`src/rtl/pal_pkg.sv`:
```
package pal_pkg;
    typedef enum logic [1:0] {
        ST_RUN   = 2'd0,
        ST_SHIFT = 2'd1,
        ST_APPLY = 2'd2
    } cfg_state_e;
endpackage

```
`src/rtl/pal_cfg_ctrl.sv`:
```
module pal_cfg_ctrl
    import pal_pkg::*;
#(
    parameter int MAP_BITS = 392
) (
    input  logic                clk,
    input  logic                rst,
    input  logic                cfg_load,
    input  logic                cfg_din,
    output logic [MAP_BITS-1:0] map_q,
    output logic                run
);
    cfg_state_e state, state_nx;
    logic [MAP_BITS-1:0] shift_q;

    always_ff @(posedge clk) begin
        if (rst) state <= ST_RUN;
        else     state <= state_nx;
    end

    always_comb begin
        state_nx = state;
        unique case (state)
            ST_RUN:   state_nx = cfg_load ? ST_SHIFT : ST_RUN;
            ST_SHIFT: state_nx = cfg_load ? ST_SHIFT : ST_APPLY;
            ST_APPLY: state_nx = cfg_load ? ST_SHIFT : ST_RUN;
            default:  state_nx = ST_RUN;
        endcase
    end

    always_comb begin
        run = (state == ST_RUN);
    end

    // serial image: newest bit enters at the top, first bit ends at index 0
    always_ff @(posedge clk) begin
        if (rst)           shift_q <= '0;
        else if (cfg_load) shift_q <= {cfg_din, shift_q[MAP_BITS-1:1]};
    end

    always_ff @(posedge clk) begin
        if (rst)                    map_q <= '0;
        else if (state == ST_APPLY) map_q <= shift_q;
    end

    p_load_enters_shift_r3: assert property (@(posedge clk) disable iff (rst)
        cfg_load |=> (state == ST_SHIFT));
    p_fall_enters_apply_r3: assert property (@(posedge clk) disable iff (rst)
        (state == ST_SHIFT && !cfg_load) |=> (state == ST_APPLY));
    p_image_held_r3: assert property (@(posedge clk) disable iff (rst)
        (state != ST_APPLY) |=> $stable(map_q));
endmodule

```
`src/rtl/pal_term_group.sv`:
```
module pal_term_group #(
    parameter int N_IN    = 8,
    parameter int N_OUT   = 4,
    parameter int N_PT    = 4,
    parameter int OUT_IDX = 0,
    localparam int NL     = N_IN + N_OUT,
    localparam int LITS   = 2 * NL
) (
    input  logic                 clk,
    input  logic                 rst,
    input  logic [N_IN-1:0]      din,
    input  logic [N_OUT-1:0]     fb_q,
    input  logic [N_OUT-1:0]     fb_lo,
    input  logic [N_OUT-1:0]     fb_regd,
    input  logic [N_PT*LITS-1:0] fuses,
    output logic                 or_out
);
    logic [NL-1:0]   lit_pos, lit_neg;
    logic [N_PT-1:0] term;

    for (genvar j = 0; j < N_IN; j++) begin : g_in
        assign lit_pos[j] = din[j];
        assign lit_neg[j] = ~din[j];
    end

    for (genvar k = 0; k < N_OUT; k++) begin : g_fb
        localparam logic LOWER = (k < OUT_IDX);
        logic ok, v;
        assign ok = fb_regd[k] | LOWER;
        assign v  = fb_regd[k] ? fb_q[k] : fb_lo[k];
        assign lit_pos[N_IN+k] = ok & v;
        assign lit_neg[N_IN+k] = ok & ~v;
    end

    for (genvar t = 0; t < N_PT; t++) begin : g_term
        logic [LITS-1:0] fz;
        logic [NL-1:0]   ft, fc;
        assign fz = fuses[t*LITS +: LITS];
        for (genvar j = 0; j < NL; j++) begin : g_split
            assign ft[j] = fz[2*j];
            assign fc[j] = fz[2*j+1];
        end
        assign term[t] = (|fz) & (&(~ft | lit_pos)) & (&(~fc | lit_neg));

        p_empty_term_low_r5: assert property (@(posedge clk) disable iff (rst)
            term[t] |-> (fz != '0));
    end

    assign or_out = |term;
endmodule

```
`src/rtl/pal_macrocell.sv`:
```
module pal_macrocell (
    input  logic clk,
    input  logic rst,
    input  logic run,
    input  logic or_in,
    input  logic reg_mode,
    input  logic oe_bit,
    output logic mc_val,
    output logic q_out,
    output logic pin_v,
    output logic pin_e
);
    logic q_r;

    always_ff @(posedge clk) begin
        if (rst)      q_r <= 1'b0;
        else if (run) q_r <= or_in;
    end

    always_comb begin
        mc_val = reg_mode ? q_r : or_in;
        q_out  = q_r;
        pin_e  = oe_bit & run;
        pin_v  = pin_e & mc_val;
    end

    p_hold_while_loading_r10: assert property (@(posedge clk) disable iff (rst)
        !run |=> $stable(q_r));
endmodule

```
`src/rtl/pal_array.sv`:
```
module pal_array #(
    parameter int N_IN  = 8,
    parameter int N_OUT = 4,
    parameter int N_PT  = 4
) (
    input  logic             clk,
    input  logic             rst,
    input  logic             cfg_load,
    input  logic             cfg_din,
    input  logic [N_IN-1:0]  din,
    output logic [N_OUT-1:0] pin_val,
    output logic [N_OUT-1:0] pin_oe
);
    localparam int LITS      = 2 * (N_IN + N_OUT);
    localparam int TERM_BITS = N_PT * LITS;
    localparam int AND_BITS  = N_OUT * TERM_BITS;
    localparam int MAP_BITS  = AND_BITS + 2 * N_OUT;

    logic [MAP_BITS-1:0] map_q;
    logic                run;
    logic [N_OUT-1:0]    q_all, regd;

    pal_cfg_ctrl #(.MAP_BITS(MAP_BITS)) u_ctrl (
        .clk(clk), .rst(rst), .cfg_load(cfg_load), .cfg_din(cfg_din),
        .map_q(map_q), .run(run)
    );

    for (genvar o = 0; o < N_OUT; o++) begin : g_mode
        assign regd[o] = map_q[AND_BITS + 2*o];
    end

    for (genvar o = 0; o < N_OUT; o++) begin : g_out
        logic             or_r, mc_v, q_r, pv, pe;
        logic [N_OUT-1:0] lo_in;

        if (o == 0) begin : g_first
            assign lo_in = '0;
        end else begin : g_next
            assign lo_in = g_out[o-1].lo_in
                         | ({{(N_OUT-1){1'b0}}, g_out[o-1].mc_v} << (o-1));
        end

        pal_term_group #(.N_IN(N_IN), .N_OUT(N_OUT), .N_PT(N_PT), .OUT_IDX(o)) u_terms (
            .clk(clk), .rst(rst), .din(din), .fb_q(q_all), .fb_lo(lo_in),
            .fb_regd(regd), .fuses(map_q[o*TERM_BITS +: TERM_BITS]), .or_out(or_r)
        );

        pal_macrocell u_mc (
            .clk(clk), .rst(rst), .run(run), .or_in(or_r),
            .reg_mode(map_q[AND_BITS + 2*o]), .oe_bit(map_q[AND_BITS + 2*o + 1]),
            .mc_val(mc_v), .q_out(q_r), .pin_v(pv), .pin_e(pe)
        );

        assign q_all[o]   = q_r;
        assign pin_val[o] = pv;
        assign pin_oe[o]  = pe;
    end

    p_pins_off_in_load_r3: assert property (@(posedge clk) disable iff (rst)
        cfg_load |=> (pin_oe == '0 && pin_val == '0));
endmodule

```
`config.mk`:
```
export PLATFORM = sky130hd
export DESIGN_NAME = pal_array
export DESIGN_NICKNAME = d
export VERILOG_FILES = /design/src/rtl/pal_pkg.sv /design/src/rtl/pal_cfg_ctrl.sv /design/src/rtl/pal_term_group.sv /design/src/rtl/pal_macrocell.sv /design/src/rtl/pal_array.sv
export SDC_FILE = /design/constraint.sdc
export NUM_CORES = 2
export LEC_CHECK = 0
export ABC_AREA = 1
export BUFFER_PORTS_ARGS = -buffer_cell sky130_fd_sc_hd__clkbuf_2
export CORE_UTILIZATION = 35
export DETAILED_ROUTE_END_ITERATION = 8
export PLACE_DENSITY = 0.55
export SLEW_MARGIN = 40
export SYNTH_ARGS = -nofsm -noshare
export SYNTH_HDL_FRONTEND = slang
export SYNTH_SLANG_ARGS = --single-unit
```
`constraint.sdc`:
```
create_clock -name clk -period 3.3 [get_ports clk]
set_input_delay 0.33 -clock clk [delete_from_list [all_inputs] [get_ports clk]]
set_output_delay 0.33 -clock clk [all_outputs]
set_load 0.03 [all_outputs]
```
==> report_table.html <==
<table>
<tr><th>Metric</th><th>Value</th></tr>
<tr><th colspan="2">Routing</th></tr>
<tr><td>Number of DRC violations after detailed routing</td><td>0</td></tr>
<tr><td>Number of nets still failing antenna checks after routing</td><td>0</td></tr>
<tr><td>Starting DRT DRC Count</td><td>1,911</td></tr>
<tr><td>DR vias</td><td>27,394</td></tr>
<tr><td>Final wirelength</td><td>just over 90,000 µm</td></tr>
<tr><td>Via-per-instance ratio</td><td>approximately 5</td></tr>
<tr><td>Post-detailed-route wirelength per cell</td><td>16.7 µm</td></tr>
<tr><td>DR pass1 iterations</td><td>7</td></tr>
<tr><th colspan="2">Floorplan</th></tr>
<tr><td>DIE WIDTH</td><td>roughly 300 µm</td></tr>
<tr><td>Area of the core</td><td>roughly 87,000 µm²</td></tr>
<tr><td>Starting Density</td><td>35.4%</td></tr>
<tr><td>Vertical extent of the die</td><td>299 µm</td></tr>
<tr><td>Number of primary I/O pins</td><td>20</td></tr>
<tr><td># rows</td><td>108</td></tr>
<tr><td>Area of the die</td><td>~90,000 µm²</td></tr>
<tr><th colspan="2">Layout</th></tr>
<tr><td>Total inserted antenna cells</td><td>0</td></tr>
<tr><td>Util after Layout</td><td>42.1%</td></tr>
<tr><td>Area of all sequential standard cells</td><td>15,900 µm²</td></tr>
<tr><td>Finished Layout Cells</td><td>5,471</td></tr>
<tr><td>Fill count</td><td>around 9,000</td></tr>
<tr><td>Number of nets in the layout</td><td>4,263</td></tr>
<tr><td>Fraction of final layout cells sized beyond drive strength 1</td><td>about an eighth</td></tr>
<tr><td>Area used by multi-input combinational logic</td><td>13,600 µm²</td></tr>
<tr><td>Signed area change from the synthesized netlist to the final layout</td><td>18.9%</td></tr>
<tr><th colspan="2">Pwr</th></tr>
<tr><td>Pwr/cell area</td><td>624 nW/µm²</td></tr>
<tr><td>Leakage power of the design</td><td>between 10 and 15 nW</td></tr>
<tr><td>Worst voltage drop across the vdd grid</td><td>between 0.4 and 0.5 mV</td></tr>
<tr><th colspan="2">Setup path</th></tr>
<tr><td>Number of buffers and inverters on the critical path</td><td>5</td></tr>
<tr><td>Kind of capture point of the worst setup path</td><td>output pin</td></tr>
<tr><td>Max Fanout on Critical Path</td><td>5</td></tr>
<tr><td>CP top delay family</td><td>simple AND/OR/NAND/NOR gates</td></tr>
<tr><td>CP startpoint kind</td><td>flop</td></tr>
<tr><td>Register-to-register setup slack</td><td>0.17 ns</td></tr>
<tr><td>WS Path Type</td><td>reg2out</td></tr>
<tr><td>Arrival time at the worst endpoint</td><td>3.69 ns</td></tr>
<tr><td>Worst path max stage delay</td><td>between 0.4 and 0.5 ns</td></tr>
<tr><td>Required time of the worst setup path</td><td>roughly 3 ns</td></tr>
<tr><td>Cell with the largest stage delay on the worst path</td><td>sky130_fd_sc_hd__dfxtp_4</td></tr>
<tr><th colspan="2">Synthesis</th></tr>
<tr><td>Yosys cell types</td><td>39</td></tr>
<tr><td>Cell type contributing the most total cell area after synthesis</td><td>sky130_fd_sc_hd__dfxtp_1</td></tr>
<tr><td>Synth Flop Type</td><td>sky130_fd_sc_hd__dfxtp_1</td></tr>
<tr><td>Post-synth EDFFs</td><td>0</td></tr>
<tr><td>Post-synth ARST share</td><td>0%</td></tr>
<tr><td>Flops &amp; latches, synth</td><td>790</td></tr>
<tr><td>Share of the synthesized area in the top cell type</td><td>~51%</td></tr>
<tr><td>Largest cells by area after synthesis</td><td>sky130_fd_sc_hd__dfxtp_1 51%, sky130_fd_sc_hd__nor2_1 18%, sky130_fd_sc_hd__o21ai_0 13%</td></tr>
<tr><td>Synthesized area per cell</td><td>7.31 µm²</td></tr>
<tr><td>Most used standard cell by instance count after synthesis</td><td>sky130_fd_sc_hd__nor2_1</td></tr>
<tr><td>Post-synthesis net count</td><td>4,219</td></tr>
<tr><td>Number of cells produced by synthesis</td><td>roughly 4,200</td></tr>
<tr><td>Yosys warning total</td><td>0</td></tr>
<tr><td>Summed instance area of the synthesized netlist</td><td>30,800 µm²</td></tr>
<tr><td>Proportion of synthesized chip area in sequential cells</td><td>approximately half</td></tr>
<tr><td>Top cells by instance count after synthesis</td><td>1,480 x sky130_fd_sc_hd__nor2_1, 792 x sky130_fd_sc_hd__o21ai_0, 790 x sky130_fd_sc_hd__dfxtp_1, 271 x sky130_fd_sc_hd__nand2_1, 249 x sky130_fd_sc_hd__clkbuf_1</td></tr>
<tr><th colspan="2">Clock network</th></tr>
<tr><td>Clock transition at path regs</td><td>roughly 0.060 ns</td></tr>
<tr><td>Clock Tree Root</td><td>sky130_fd_sc_hd__clkbuf_16</td></tr>
<tr><td>Level count of the clock H-tree</td><td>3</td></tr>
<tr><td>Max clock buf depth</td><td>3</td></tr>
<tr><td>Clock tree from TritonCTS</td><td>yes</td></tr>
<tr><td>Clock Latency Late Sink</td><td>0.65 ns</td></tr>
<tr><td>Clock tree sinks</td><td>790</td></tr>
<tr><td>Number of CTS-inserted buffers</td><td>85</td></tr>
<tr><th colspan="2">Run status</th></tr>
<tr><td>Run status</td><td>finished with violations</td></tr>
<tr><td>Violated checks</td><td>setup timing</td></tr>
<tr><th colspan="2">STA</th></tr>
<tr><td>Worst-case clock skew</td><td>0.0177 ns</td></tr>
<tr><td>Crit path setup slack, layout</td><td>-0.723 ns</td></tr>
<tr><td>Min Hold Slack</td><td>0.149 ns</td></tr>
<tr><td>Unrepaired setup endpoints after global routing</td><td>true</td></tr>
<tr><td>Max Slew Vio Count</td><td>0</td></tr>
<tr><td>Hold Fails Final Rpt</td><td>0</td></tr>
<tr><td>Worst relative slew slack</td><td>approximately two fifths</td></tr>
<tr><td>Minimum clock period after layout</td><td>4.02 ns</td></tr>
<tr><td>Actual slew at the worst max-slew pin</td><td>0.866 ns</td></tr>
<tr><td>Fmax</td><td>249 MHz</td></tr>
<tr><td>Sum Neg Setup Slack</td><td>-1.33 ns</td></tr>
<tr><td>Number of failing setup endpoints in the final timing report</td><td>3</td></tr>
<tr><td>Final period utilization</td><td>122%</td></tr>
<tr><th colspan="2">GRT</th></tr>
<tr><td>Number of global-route vias before repair</td><td>25,124</td></tr>
<tr><td>Grt total ovfl</td><td>0</td></tr>
<tr><td>Antenna violations before repair</td><td>0</td></tr>
<tr><td>Global-route total usage across every layer</td><td>between 20% and 30%</td></tr>
<tr><td>Wire length of the first global-routing pass</td><td>around 140,000 µm</td></tr>
<tr><td>Pin count of the biggest net entering global routing</td><td>178</td></tr>
<tr><th colspan="2">Placement</th></tr>
<tr><td>Detailed Place HPWL</td><td>58,500 µm</td></tr>
<tr><td>Number of buffer cells added on primary ports</td><td>19</td></tr>
<tr><td>Routability-driven placement congestion ratio</td><td>0.901</td></tr>
<tr><td>Worst setup timing slack at the placement stage</td><td>-0.513 ns</td></tr>
<tr><td>Cell Count Post-Placement</td><td>5,313</td></tr>
<tr><th colspan="2">Hold path</th></tr>
<tr><td>Kind of path behind the tightest hold check</td><td>in2reg</td></tr>
<tr><th colspan="2">Job</th></tr>
<tr><td>Total of max-cap violations</td><td>0</td></tr>
</table>
==> state kept, by name, indices dropped and copies added (netlist names) <==
signal            cells
u_ctrl.map_q        392
u_ctrl.state          2
u_ctrl.shift_q      392
g_out.u_mc.q_out      4
==> placed cells by master, fill, tap and decap left out, types with 27 or more instances in the layout <==
cell                        Yosys  routed
sky130_fd_sc_hd__clkbuf_16      0      85
sky130_fd_sc_hd__nand2_1      271     246
sky130_fd_sc_hd__clkbuf_8       0      27
sky130_fd_sc_hd__nor2_1      1480    1458
sky130_fd_sc_hd__a21oi_1      136     135
sky130_fd_sc_hd__o22ai_1       39      39
sky130_fd_sc_hd__inv_1        131     129
sky130_fd_sc_hd__nand2_2       13      31
sky130_fd_sc_hd__o21ai_0      792     790
sky130_fd_sc_hd__dfxtp_1      790     767
sky130_fd_sc_hd__buf_4         17     204
sky130_fd_sc_hd__nand4_1       45      45
sky130_fd_sc_hd__nand3_1       53      33
sky130_fd_sc_hd__nor4_1        50      48
==> cell type report <==
| class | count | share of cell area [%] |
|---|---|---|
| sequential | 790 | 43.4 |
| inverter | 147 | 1.59 |
| timing repair buffer | 253 | 5.99 |
| multi-input combinational | 2974 | 37.1 |
| tap | 1155 | 3.95 |
| clock buffer | 124 | 6.87 |
| clock inverter | 28 | 1.13 |
==> metal layers <==
layer  vias up  track usage (%)  routed length [µm]
li1      13881                -                   -
met1     12852             28.4               43800
met2       523             32.1               41600
met3       138             2.65                3850
met4         0             5.62                2100
met5         -                0                   0
==> per-stage QoR <==
stage	area, µm²	total power [mW]
after floorplan	30800	11.9
after global placement	33100	12.8
final	36600	22.8
after detailed placement	33100	12.9
after CTS	36400	22.9
after global routing	36600	23.8
==> report_power, final <==
| part | leakage (nW) | switching [mW] | internal [mW] |
|---|---|---|---|
| Sequential | 6.48 | 0.343 | 10.0 |
| Clock | 1.45 | 4.03 | 5.94 |
| Combinational | 6.91 | 1.55 | 0.943 |
| Total | 14.8 | 5.93 | 16.9 |
==> worst reg2reg max path, delay by kind of cell, from the launching register on <==
family | cells | cell delay, ns
and+or+nand+nor | 25 | 2.29
AOI/OAI and AO/OA | 1 | 0.08
DFF | 1 | 0.32
buffers and inverters | 2 | 0.34
==> cell families after synthesis <==
family	after synthesis	share of synthesized area, %
AOI/OAI and AO/OA	1025	17.5
DFF	790	51.4
and+or+nand+nor	1949	25.4
buffers and inverters	443	5.72
==> path summary, 6_finish.rpt <==
check / start / endpoint / cells after the start
setup / recovery: u_ctrl.map_q[388] / pin_val[3] / 27
hold / removal: cfg_load / u_ctrl.shift_q[206] / 3
setup reg to reg: u_ctrl.map_q[21] / g_out[3].u_mc.q_out / 28
hold reg to reg: u_ctrl.map_q[122] / u_ctrl.map_q[122] / 2
==> what timing repair did <==
action                                  CTS  global route
hold buffers                              2             0
pin swaps                                46            55
gates resized for setup                  81            58
gates cloned                              0             0
hold endpoints to repair                  3             0
endpoints found under the setup margin    3             5
setup buffers                             3             3
Power figures use the tool's default switching activity.
